File: src/rtl/speed_setter.sv
module speed_setter #(
  parameter int WIDTH = 4
) (
  input  logic             clk,
  input  logic             rst,
  input  logic             btn_up,
  input  logic             btn_dn,
  output logic [WIDTH-1:0] speed
);
  localparam logic [WIDTH-1:0] TOP = {WIDTH{1'b1}};

  typedef enum logic [1:0] {S_INIT, S_IDLE, S_INC, S_DEC} st_t;
  st_t st, st_nx;

  logic ld, dir, clr;
  logic [WIDTH-1:0] stepped;

  always_comb begin
    unique case ({btn_up, btn_dn})
      2'b10:   st_nx = S_INC;
      2'b01:   st_nx = S_DEC;
      default: st_nx = S_IDLE;
    endcase
  end

  always_ff @(posedge clk) begin
    if (rst) st <= S_INIT;
    else     st <= st_nx;
  end

  assign clr = (st == S_INIT);
  assign ld  = (st == S_INC) || (st == S_DEC);
  assign dir = (st == S_INC);

  assign stepped = dir ? ((speed == TOP) ? speed : speed + 1'b1)
                       : ((speed == '0)  ? speed : speed - 1'b1);

  always_ff @(posedge clk) begin
    if (rst || clr) speed <= '0;
    else if (ld)    speed <= stepped;
  end

  logic rst_seen;
  always_ff @(posedge clk) rst_seen <= rst;

  always @(negedge clk)
    if (rst_seen) assert_reset_zero_R1: assert (speed == '0);

  assert_step_up_R2: assert property (@(posedge clk) disable iff (rst)
    (st == S_INC && speed != TOP) |=> speed == $past(speed) + 1'b1);
  assert_step_dn_R3: assert property (@(posedge clk) disable iff (rst)
    (st == S_DEC && speed != '0) |=> speed == $past(speed) - 1'b1);
  assert_idle_hold_R4: assert property (@(posedge clk) disable iff (rst)
    (st == S_IDLE) |=> $stable(speed));
  assert_run_stays_R6: assert property (@(posedge clk) disable iff (rst)
    (st == S_INC && btn_up && !btn_dn) |=> st == S_INC);
  assert_no_overflow_R7: assert property (@(posedge clk) disable iff (rst)
    (st == S_INC && speed == TOP) |=> speed == TOP);
  assert_no_underflow_R8: assert property (@(posedge clk) disable iff (rst)
    (st == S_DEC && speed == '0) |=> speed == '0);
  assert_change_only_after_load_R9: assert property (@(posedge clk) disable iff (rst)
    (!ld && !clr) |=> $stable(speed));
endmodule

File: config.mk
export PLATFORM = sky130hd
export DESIGN_NAME = speed_setter
export DESIGN_NICKNAME = d
export VERILOG_FILES = /design/src/rtl/speed_setter.sv
export SDC_FILE = /design/constraint.sdc
export NUM_CORES = 1
export LEC_CHECK = 0
export BUFFER_PORTS_ARGS = -buffer_cell sky130_fd_sc_hd__buf_4
export CAP_MARGIN = 25
export CORE_AREA = 2 2 39 41
export CTS_CLUSTER_SIZE = 10
export DETAILED_ROUTE_END_ITERATION = 10
export DIE_AREA = 0 0 41 43
export HOLD_SLACK_MARGIN = 0.15
export SLEW_MARGIN = 20
export SYNTH_ARGS = -nofsm -noshare
export SYNTH_HDL_FRONTEND = slang
export SYNTH_SLANG_ARGS = --single-unit
export TNS_END_PERCENT = 1
File: constraint.sdc
create_clock -name clk -period 1.7 [get_ports clk]
set_input_delay 0.51 -clock clk [delete_from_list [all_inputs] [get_ports clk]]
set_output_delay 0.51 -clock clk [all_outputs]
set_load 0.01 [all_outputs]
==> impl_results.md <==
- Status: completed
- Cell family with most CP delay: simple AND/OR/NAND/NOR gates
- TritonCTS buffer count: 3
- Grt total ovfl: 0
- Fin nets: 60
- Stages on the worst setup path: 7
- Post-Syn Area: 333 um2
- CP Data Required Time: between 1.5 and 2 ns
- Ys async rst share: 0
- Largest net degree at the start of global routing: 9
- Critical Path Max Stage Delay: 0.40 ns
- Slew @ Worst Pin: roughly 0.30 ns
- # Post-CTS Setup Buffers: 0
- Reg2reg path depth: 7
- DR DRC count: 0
- TritonCTS clock tree: built
- Top post-synthesis cells by count: dfxtp_1, nor2_1, ha_1, inv_1
- Worst setup margin: roughly 0.054 ns
- # rows: 14
- Antenna diode count: 0
- Final wirelength: 626 um
- Worst path cell trace: or2b_4, ha_4, nand3_2, a21oi_1, a31oi_1, or4_1, nand2_1
- Hold Path End: st[1]
- Share of cells above drive strength 1: 0.373
- Clk buf depth: 2
- # hold bufs at CTS: 0
- CTS sink count: 6
- Die Span X: 41 um
- DP HPWL: around 500 um
- Synth area leaders: dfxtp_1, ha_1, nor2_1
- Final setup fails: 0
- Total GRT Usage: 0.0976
- DRT antenna net count: 0
- Average size of a mapped cell: slightly below 9 um2
- Clock network power share: 0.347
- Static Leakage: 0.000214 uW
- First-pass GRT wire length: 1120 um
- HP Start: rst
- Number of synthesized flops with an enable pin: 0
- Layout Cells excl Fill: between 60 and 70
- Via count: 321
- Total power: around 370 uW
- H-tree depth: 1
- Pre-CTS setup slack: slightly below 0.04 ns
- Initial antenna violation count: 0
- Fmax: a little over 0.6 GHz
- Critical Path Start Type: flop
- Final Slew Violations: 0
- Share of the synthesized area in the top cell type: 0.361
- PortBufs: 7
- Hold depth: 2
- Power Internal: approximately 270 uW
- Placed cell count: 64
- Switch share: 0.257
- Die area: ~1800 um2
- Clock skew: 0.00121 ns
- Clock Pin Slew Worst Setup and Hold Paths: approximately 0.040 ns
- DP Area: ~440 um2
- Die Y: 43 um
- Switch Pwr: 95.0 uW
- Leading area contributor after synthesis: dfxtp_1
- Number of global-route vias before repair: ~290
- Reg2reg setup slack: between 0.05 and 0.06 ns
- Gpl congestion: 0.768
- Skew-Pair Late Insertion Delay: approximately 0.24 ns
- Total of max-cap violations: 0
- Initial DRC count: 7
- Post-CTS sizing: 0
- RSZ-0062 raised after global routing: true
- Critical Path Fanout Max: 3
- Synthesis warning total: 0
- CP Capture Type: flop
- Synthesis-to-layout area growth: 41.7%
- Wire length per cell: between 9 and 10 um
- Initial core utilization: 0.241
- CTS root buffer: clkbuf_4
- Combinational Power Share: 0.218
- Rel. slew slack: 0.796
- Core box area: approximately 1400 um2
- R2R Path End: speed[3]
- Pwr Density: between 700 and 800 nW/um2
- Post-synth net total: between 40 and 50
- CP arrival: 1.84 ns
- Crit-path slowest cell: or4_1
- Drt first pass iters: 4
- Synth cell types: 19
- Worst VDD drop: ~470 uV
- Final Hold Viols: 0
- Buf/Inv on CP: 0
- Post-synthesis sequential area ratio: 0.361
- Cells after Synth: 38
- Synth Register Bits: 6
- Final worst path period need: approximately 1.6 ns
- Sequential Power Share: 0.435
- Cell area after layout: 472 um2
- HP Class: in -> reg
- Main flop type after synthesis: dfxtp_1
- Hold WS: ~0.42 ns
- CP Class: reg -> reg
- Worst R2R Start: st[1]
- Final period util: 0.968
- Via/cell ratio: 4.79
- Boundary pin count: 8
==> layout make-up <==
type | count | area (um2)
inverter | 3 | 11.3
timing repair buffer | 11 | 82.6
clock buffer | 3 | 22.5
fill | 142 | 912
multi-input combinational | 28 | 214
sequential | 6 | 121
tap | 16 | 20.0
==> power by group through the flow <==
stage	clock network (uW)	registers, uW	logic (uW)
after floorplan	0	162	48.0
after global placement	0	162	78.7
after detailed placement	0	162	79.8
after CTS	135	160	80.6
after global routing	143	162	91.3
final	128	161	80.7
==> metal layers <==
layer / vias to the layer above / GRT usage / part of all wire / routed length [um]
li1: 159 / - / - / -
met1: 146 / 0.113 / 0.44 / 276
met2: 14 / 0.138 / 0.45 / 282
met3: 2 / 0.0628 / 0.097 / 61
met4: 0 / 0.0400 / 0.0096 / 6
met5: - / 0 / 0 / 0
==> state kept, by name (all words and copies together), names as in the netlist <==
register,cells
speed,4
st,2
==> placed cells by master (no fill, tap or decap), drive strengths merged, types with 2 or more instances in the layout <==
master,Yosys,layout
buf,0,11
nand2,2,2
nor2,6,6
o21ai,2,2
clkbuf,1,3
ha,3,3
mux2i,2,2
xor2,2,2
dfxtp,6,6
inv,3,3
a21oi,2,2
==> through the flow <==
step	TNS (ns)	util
final	0	0.341
after global routing	-0.0214	0.341
after CTS	0	0.336
after detailed placement	0	0.320
after global placement	0	0.320
after floorplan	0	-
==> how the worst max path moves through the flow <==
stage / from / end / slack, ns
2_1_floorplan: st[1] / speed[3] / 0.02
3_3_place_gp: st[1] / speed[3] / 0.04
3_5_place_dp: st[1] / speed[3] / 0.04
4_1_cts: st[1] / speed[3] / 0.03
5_1_grt: st[1] / speed[3] / -0.02
6_report: st[1] / speed[3] / 0.05
==> cell families (layout without fill, tap and decap cells) <==
group                    count (synthesis)  in the layout  share of synthesized area
adder cells (fa/ha/maj)                  3              3                      0.113
AND/OR/NAND/NOR                         13             13                      0.199
flip-flops                               6              6                      0.361
multiplexers                             2              2                     0.0602
AO/OA/AOI/OAI                            7              7                      0.139
buffers and inverters                    4             17                     0.0489
XOR/XNOR                                 3              3                     0.0790
Note: power is estimated with default switching activity, not from simulation.
